===== src/rtl/pe_pkg.sv =====
package pe_pkg;
  typedef enum logic [2:0] {
    OP_NOP = 3'd0,
    OP_CMP = 3'd1,
    OP_ADD = 3'd2,
    OP_SUB = 3'd3,
    OP_BR  = 3'd4
  } pe_op_e;

  typedef enum logic [3:0] {
    C_AL = 4'd0,
    C_EQ = 4'd1,
    C_NE = 4'd2,
    C_LT = 4'd3,
    C_GT = 4'd4,
    C_LE = 4'd5,
    C_GE = 4'd6
  } pe_cond_e;

  typedef struct packed {
    logic gt;
    logic lt;
    logic ne;
    logic eq;
  } pe_flags_t;
endpackage


===== src/rtl/pe_shifter.sv =====
module pe_shifter #(
  parameter int XLEN = 32,
  localparam int SHW = $clog2(XLEN)
) (
  input  logic [XLEN-1:0] data_i,
  input  logic [SHW-1:0]  amt_i,
  output logic [XLEN-1:0] data_o
);
  logic [XLEN-1:0] stg [SHW+1];

  assign stg[0] = data_i;

  // logarithmic left shifter, one stage per amount bit
  for (genvar i = 0; i < SHW; i++) begin : g_stage
    assign stg[i+1] = amt_i[i] ? (stg[i] << (1 << i)) : stg[i];
  end

  assign data_o = stg[SHW];
endmodule


===== src/rtl/pe_alu.sv =====
module pe_alu import pe_pkg::*; #(
  parameter int XLEN = 32,
  localparam int SHW = $clog2(XLEN)
) (
  input  logic [XLEN-1:0] a_i,
  input  logic [XLEN-1:0] b_i,
  input  logic [SHW-1:0]  shamt_i,
  output logic [XLEN-1:0] sum_o,
  output logic [XLEN-1:0] diff_o,
  output pe_flags_t       cmp_o
);
  logic [XLEN-1:0] b_sh;

  pe_shifter #(.XLEN(XLEN)) i_shifter (
    .data_i (b_i),
    .amt_i  (shamt_i),
    .data_o (b_sh)
  );

  assign sum_o  = a_i + b_sh;
  assign diff_o = a_i - b_i;

  always_comb begin
    cmp_o.eq = (diff_o == '0);
    cmp_o.ne = (diff_o != '0);
    cmp_o.lt = ($signed(a_i) < $signed(b_i));
    cmp_o.gt = !cmp_o.eq && !cmp_o.lt;
  end
endmodule


===== src/rtl/pe_cond_eval.sv =====
module pe_cond_eval import pe_pkg::*; (
  input  logic [3:0] cond_i,
  input  pe_flags_t  flags_i,
  output logic       pass_o
);
  always_comb begin
    unique case (cond_i)
      C_AL:    pass_o = 1'b1;
      C_EQ:    pass_o = flags_i.eq;
      C_NE:    pass_o = flags_i.ne;
      C_LT:    pass_o = flags_i.lt;
      C_GT:    pass_o = flags_i.gt;
      C_LE:    pass_o = flags_i.lt | flags_i.eq;
      C_GE:    pass_o = flags_i.gt | flags_i.eq;
      default: pass_o = 1'b0;
    endcase
  end
endmodule


===== src/rtl/pe_flag_reg.sv =====
module pe_flag_reg import pe_pkg::*; (
  input  logic      clk_i,
  input  logic      rst_ni,
  input  logic      upd_i,
  input  pe_flags_t nxt_i,
  output pe_flags_t q_o
);
  always_ff @(posedge clk_i or negedge rst_ni) begin
    if (!rst_ni)    q_o <= '0;
    else if (upd_i) q_o <= nxt_i;
  end

  AST_FLAGS_HOLD: assert property (@(posedge clk_i) disable iff (!rst_ni)
    !upd_i |=> $stable(q_o));

  AST_FLAGS_CMP: assert property (@(posedge clk_i) disable iff (!rst_ni)
    upd_i |=> ($countones({q_o.eq, q_o.lt, q_o.gt}) == 1) && (q_o.ne != q_o.eq));
endmodule


===== src/rtl/pe_exec_unit.sv =====
module pe_exec_unit import pe_pkg::*; #(
  parameter int XLEN = 32,
  parameter int NREG = 16,
  localparam int RAW = $clog2(NREG),
  localparam int SHW = $clog2(XLEN)
) (
  input  logic            clk_i,
  input  logic            rst_ni,
  input  logic            op_valid_i,
  input  logic [2:0]      op_code_i,
  input  logic [3:0]      cond_i,
  input  logic [RAW-1:0]  rd_i,
  input  logic [RAW-1:0]  rs_i,
  input  logic [RAW-1:0]  rt_i,
  input  logic [SHW-1:0]  shamt_i,
  output logic [RAW-1:0]  rf_ra_o,
  output logic [RAW-1:0]  rf_rb_o,
  input  logic [XLEN-1:0] rf_a_i,
  input  logic [XLEN-1:0] rf_b_i,
  output logic            rf_we_o,
  output logic [RAW-1:0]  rf_wa_o,
  output logic [XLEN-1:0] rf_wd_o,
  output logic            br_taken_o
);
  pe_op_e          op;
  logic [XLEN-1:0] opa, opb, sum, diff;
  pe_flags_t       cmp_flags, flags_q;
  logic            pass, is_cmp, is_arith, we_d, br_d;

  assign op       = pe_op_e'(op_code_i);
  assign rf_ra_o  = rs_i;
  assign rf_rb_o  = rt_i;

  // forward the registered write to a dependent operation
  assign opa = (rf_we_o && rf_wa_o == rs_i) ? rf_wd_o : rf_a_i;
  assign opb = (rf_we_o && rf_wa_o == rt_i) ? rf_wd_o : rf_b_i;

  pe_alu #(.XLEN(XLEN)) i_alu (
    .a_i     (opa),
    .b_i     (opb),
    .shamt_i (shamt_i),
    .sum_o   (sum),
    .diff_o  (diff),
    .cmp_o   (cmp_flags)
  );

  pe_cond_eval i_cond (
    .cond_i  (cond_i),
    .flags_i (flags_q),
    .pass_o  (pass)
  );

  assign is_cmp   = op_valid_i && (op == OP_CMP);
  assign is_arith = op_valid_i && (op == OP_ADD || op == OP_SUB);
  assign we_d     = is_arith && pass;
  assign br_d     = op_valid_i && (op == OP_BR) && pass;

  pe_flag_reg i_flags (
    .clk_i  (clk_i),
    .rst_ni (rst_ni),
    .upd_i  (is_cmp),
    .nxt_i  (cmp_flags),
    .q_o    (flags_q)
  );

  always_ff @(posedge clk_i or negedge rst_ni) begin
    if (!rst_ni) begin
      rf_we_o    <= 1'b0;
      rf_wa_o    <= '0;
      rf_wd_o    <= '0;
      br_taken_o <= 1'b0;
    end else begin
      rf_we_o    <= we_d;
      rf_wa_o    <= rd_i;
      rf_wd_o    <= (op == OP_ADD) ? sum : diff;
      br_taken_o <= br_d;
    end
  end

  AST_CMP_NO_WRITE: assert property (@(posedge clk_i) disable iff (!rst_ni)
    (op_valid_i && op_code_i == 3'd1) |=> !rf_we_o);

  AST_BR_NO_WRITE: assert property (@(posedge clk_i) disable iff (!rst_ni)
    br_taken_o |-> !rf_we_o);

  AST_ALWAYS_EXEC: assert property (@(posedge clk_i) disable iff (!rst_ni)
    (op_valid_i && (op_code_i == 3'd2 || op_code_i == 3'd3) && cond_i == 4'd0)
      |=> rf_we_o && rf_wa_o == $past(rd_i));

  AST_NEVER_EXEC: assert property (@(posedge clk_i) disable iff (!rst_ni)
    (cond_i >= 4'd7) |=> !rf_we_o && !br_taken_o);

  AST_IDLE_QUIET: assert property (@(posedge clk_i) disable iff (!rst_ni)
    !op_valid_i |=> !rf_we_o && !br_taken_o);
endmodule


===== config.mk =====
export PLATFORM = sky130hd
export DESIGN_NAME = pe_exec_unit
export DESIGN_NICKNAME = d
export VERILOG_FILES = /design/src/rtl/pe_pkg.sv /design/src/rtl/pe_shifter.sv /design/src/rtl/pe_alu.sv /design/src/rtl/pe_cond_eval.sv /design/src/rtl/pe_flag_reg.sv /design/src/rtl/pe_exec_unit.sv
export SDC_FILE = /design/constraint.sdc
export NUM_CORES = 1
export LEC_CHECK = 0
export BUFFER_PORTS_ARGS = -buffer_cell sky130_fd_sc_hd__buf_2
export CORE_MARGIN = 4
export CORE_UTILIZATION = 60
export DETAILED_ROUTE_END_ITERATION = 10
export PLACE_DENSITY_LB_ADDON = 0.05
export RECOVER_POWER = 25
export SLEW_MARGIN = 0
export SYNTH_ARGS = -nofsm -noshare
export SYNTH_HDL_FRONTEND = slang
export SYNTH_SLANG_ARGS = --single-unit

===== constraint.sdc =====
create_clock -name clk_i -period 6.5 [get_ports clk_i]
set_clock_uncertainty 0.2 [all_clocks]
set_input_delay 1.3 -clock clk_i [delete_from_list [all_inputs] [get_ports clk_i]]
set_output_delay 1.3 -clock clk_i [all_outputs]
set_load 0.02 [all_outputs]

==> results.py <==
metrics = {
    "run_status": {
        "status": "finished, violations left",
        "violations": "max-capacitance violations, max-slew violations",
    },
    "clocking": {
        "cts-root-buf": "clkbuf_16",
        "htreeDepth": 2,
        "ctsResizeCount": 0,
        "hold_buffers": 0,
        "cts_buffer_depth": 2,
        "path_clk_slew_ns": 0.06,
        "clk_latency_ns": 0.31,
        "cts_buffers": 5,
        "cts_tree": "done",
        "cts_setup_buffers": 0,
        "cts_sinks": 42,
    },
    "finish": {
        "num-fill-cells": 1287,
        "area_delta_synth_final_pct": 11.8,
        "diodes": 0,
        "finalNetCount": 1420,
        "final_util_pct": 68.8,
        "layout-drive-gt1-share_pct": 20.9,
    },
    "yosys": {
        "synthAdderAreaFrac_pct": 7.74,
        "ys_ff_latch": 42,
        "yosys.area_share.simple_pct": 20.8,
        "synth_top_area_share_pct": 11.7,
        "async_flop_share_pct": 100,
        "yosys.area.top_type": "dfrtp_1",
        "synthCells": 1167,
        "ys_seq_area_share_pct": 11.7,
        "ys_types": 97,
        "synthXorXnorAreaFrac_pct": 8.35,
        "synth_compound_area_share_pct": 27.7,
        "synth.area.top_cells": "dfrtp_1, mux2i_1, ha_1, xnor2_1, nand2_1",
        "synth_fp_nets": 1308,
        "synth_top_family_by_area": "compound AO/OA/AOI/OAI gates",
        "synth_flop_cell": "dfrtp_1",
        "synth-edff-count": 0,
        "avgSynthCellArea_um2": 7.72,
        "netlist_area_mm2": 0.00901,
        "synthMuxAreaShare_pct": 18.3,
        "netlist_top_cells_count": "nand2_1, mux2i_1, a21oi_1",
        "synth_most_common_cell": "nand2_1",
        "ys_warn_count": 0,
    },
    "global_routing": {
        "grt_usage_pct": 39.9,
        "grt-ovfl-total": 0,
        "grt_pass1_vias": 9021,
        "grt_max_degree": 43,
        "grt_pass1_wl_um": 52300,
        "grt_antenna_before_repair": 0,
    },
    "route": {
        "drt-total-wl_um": 34800,
        "drc_errors": 0,
        "drt-initial-drc-count": 1571,
        "first_pass_iters": 7,
        "num_vias": 10140,
        "routedWlPerCell_um": 23.8,
        "vias_per_cell": 6.93,
        "ant_nets": 0,
    },
    "timing": {
        "fin_setup_tns_ns": 0,
        "hold_viol_final": 0,
        "setup_slack_ns": 0.483,
        "finalMaxSlewViolations": 43,
        "period_minus_slack_ns": 6.02,
        "hold_ws_ns": 0.364,
        "rsz0062_at_grt": "no",
        "max_slew_margin_pct": -81.2,
        "fin_crit_sh_pct": 92.6,
        "tightestPinTransition_ns": 2.72,
        "fmax_mhz": 166,
        "setup-violations-final": 0,
    },
    "pwr": {
        "ir_drop_mv": 0.156,
        "pwr_density_cell_mw_per_mm2": 170,
        "leakagePower_uw": 0.00464,
        "power_uw": 1710,
    },
    "setup_path": {
        "cp_slowest_cell": "o41ai_1",
        "crit_path_end": "i_flags.q_o[1]",
        "reg2reg_slack_ns": 1.16,
        "worst-r2r-cell-count": 19,
        "r2r_end": "i_flags.q_o[1]",
        "critPathLaunchType": "input port",
        "critical_path_buf_inv_count": 4,
        "crit_type": "in2reg",
        "cp_top_family": "simple AND/OR/NAND/NOR gates",
        "critical_path_peak_fanout": 11,
        "end_kind": "flip-flop",
        "crit_arrival_ns": 5.96,
        "cp-startpoint": "rt_i[3]",
        "crit-reg2reg-launch": "rf_wa_o[3]",
        "cp.required_ns": 6.44,
        "crit_chain": "buf_2 > xnor2_1 > nand3_1 > buf_4 > o21ai_0 > and2_1 > inv_1 > ha_1 > inv_1 > ha_1 > nor2_1 > o31ai_2 > and4b_4 > o211ai_1 > and2_1 > o41ai_1 > xor2_1 > nand3b_1 > nor4_4 > a31oi_1",
        "slowest_delay_ns": 0.72,
        "crit_cells": 20,
    },
    "placement": {
        "place_hpwl_um": 27800,
        "io_buffers": 136,
        "dp_slack_ns": 0.339,
        "gp_routability_congestion": 1.01,
    },
    "min_path": {
        "hold_path.class": "reg2reg",
    },
    "job": {
        "drv_cap": 1,
    },
    "floorplanning": {
        "num_io_pins": 137,
        "rows": 44,
        "core_mm2": 0.0146,
        "start_util_pct": 61.5,
        "die-width_um": 131,
        "die_area_mm2": 0.0170,
        "chipHeight_um": 131,
    },
}
[flip-flops by register name, indices dropped and copies added, names as in the netlist]
register,cells
rf_wa_o,4
i_flags.q_o,4
br_taken_o,1
rf_we_o,1
rf_wd_o,32
[metal layers]
metal  vias to the layer above  part of all wire (%)  GRT usage [%]
met2                       752                    40           55.5
li1                       4587                     -              -
met3                        80                    16           12.4
met4                         0                   2.3           9.38
met1                      4721                    41           59.9
met5                         -                     0              0
[report_power, final]
group	switching, uW	total (uW)	internal, uW
Combinational	620	1010	388
Clock	127	307	181
Sequential	85.2	395	310
[cell type report]
cell class	instances	area [um2]	area share [%]
tap	184	230	2.29
clock inverter	3	40.0	0.397
sequential	42	1050	10.4
inverter	32	120	1.19
timing repair buffer	178	1040	10.3
clock buffer	5	125	1.24
multi-input combinational	1020	7470	74.1
[how the worst min path moves through the flow]
| stage | from | to | cells after the start |
|---|---|---|---|
| global placement | i_flags.q_o[2] | i_flags.q_o[2] | 2 |
| detailed placement | i_flags.q_o[2] | i_flags.q_o[2] | 2 |
| CTS | i_flags.q_o[2] | i_flags.q_o[2] | 2 |
| finish | i_flags.q_o[2] | i_flags.q_o[2] | 2 |
| floorplan | i_flags.q_o[2] | i_flags.q_o[2] | 2 |
| global route | i_flags.q_o[2] | i_flags.q_o[2] | 2 |
[tightest hold or removal path, cell delays in order (launching register included)]
cell,delay [ns]
dfrtp_1,0.37
nor2_1,0.05
nor2_1,0.10
[per-stage QoR]
stage	instances	instance area, um2
after floorplan	1167	9010
after global placement	1456	9910
after detailed placement	1456	9910
after CTS	1464	10100
after global routing	1464	10100
final	1464	10100
[cells in the final DEF, fill, tap and decap left out, types with 9 or more instances in the layout]
cell type,count
dfrtp_1,42
o211ai_1,10
and2_1,29
and3_1,18
mux4_2,15
xnor2_1,65
nand2_1,139
o21ai_0,54
nor2b_1,9
xor2_1,19
buf_2,136
a31oi_1,18
a211oi_1,25
o22ai_1,9
buf_4,37
nand2b_1,10
nor3_1,19
a21oi_1,91
a21o_1,31
inv_1,31
o21ai_1,20
mux2_2,20
o21a_1,12
ha_1,50
nand3_1,36
o31ai_1,9
nor2_1,58
mux2i_1,96
[kinds of logic after synthesis]
family,Yosys count
AO/OA/AOI/OAI,366
flip-flops,42
adder cells (fa/ha/maj),57
XOR/XNOR,85
multiplexers,139
buffers and inverters,105
AND/OR/NAND/NOR,373
Note: power is estimated with default switching activity, not from simulation.
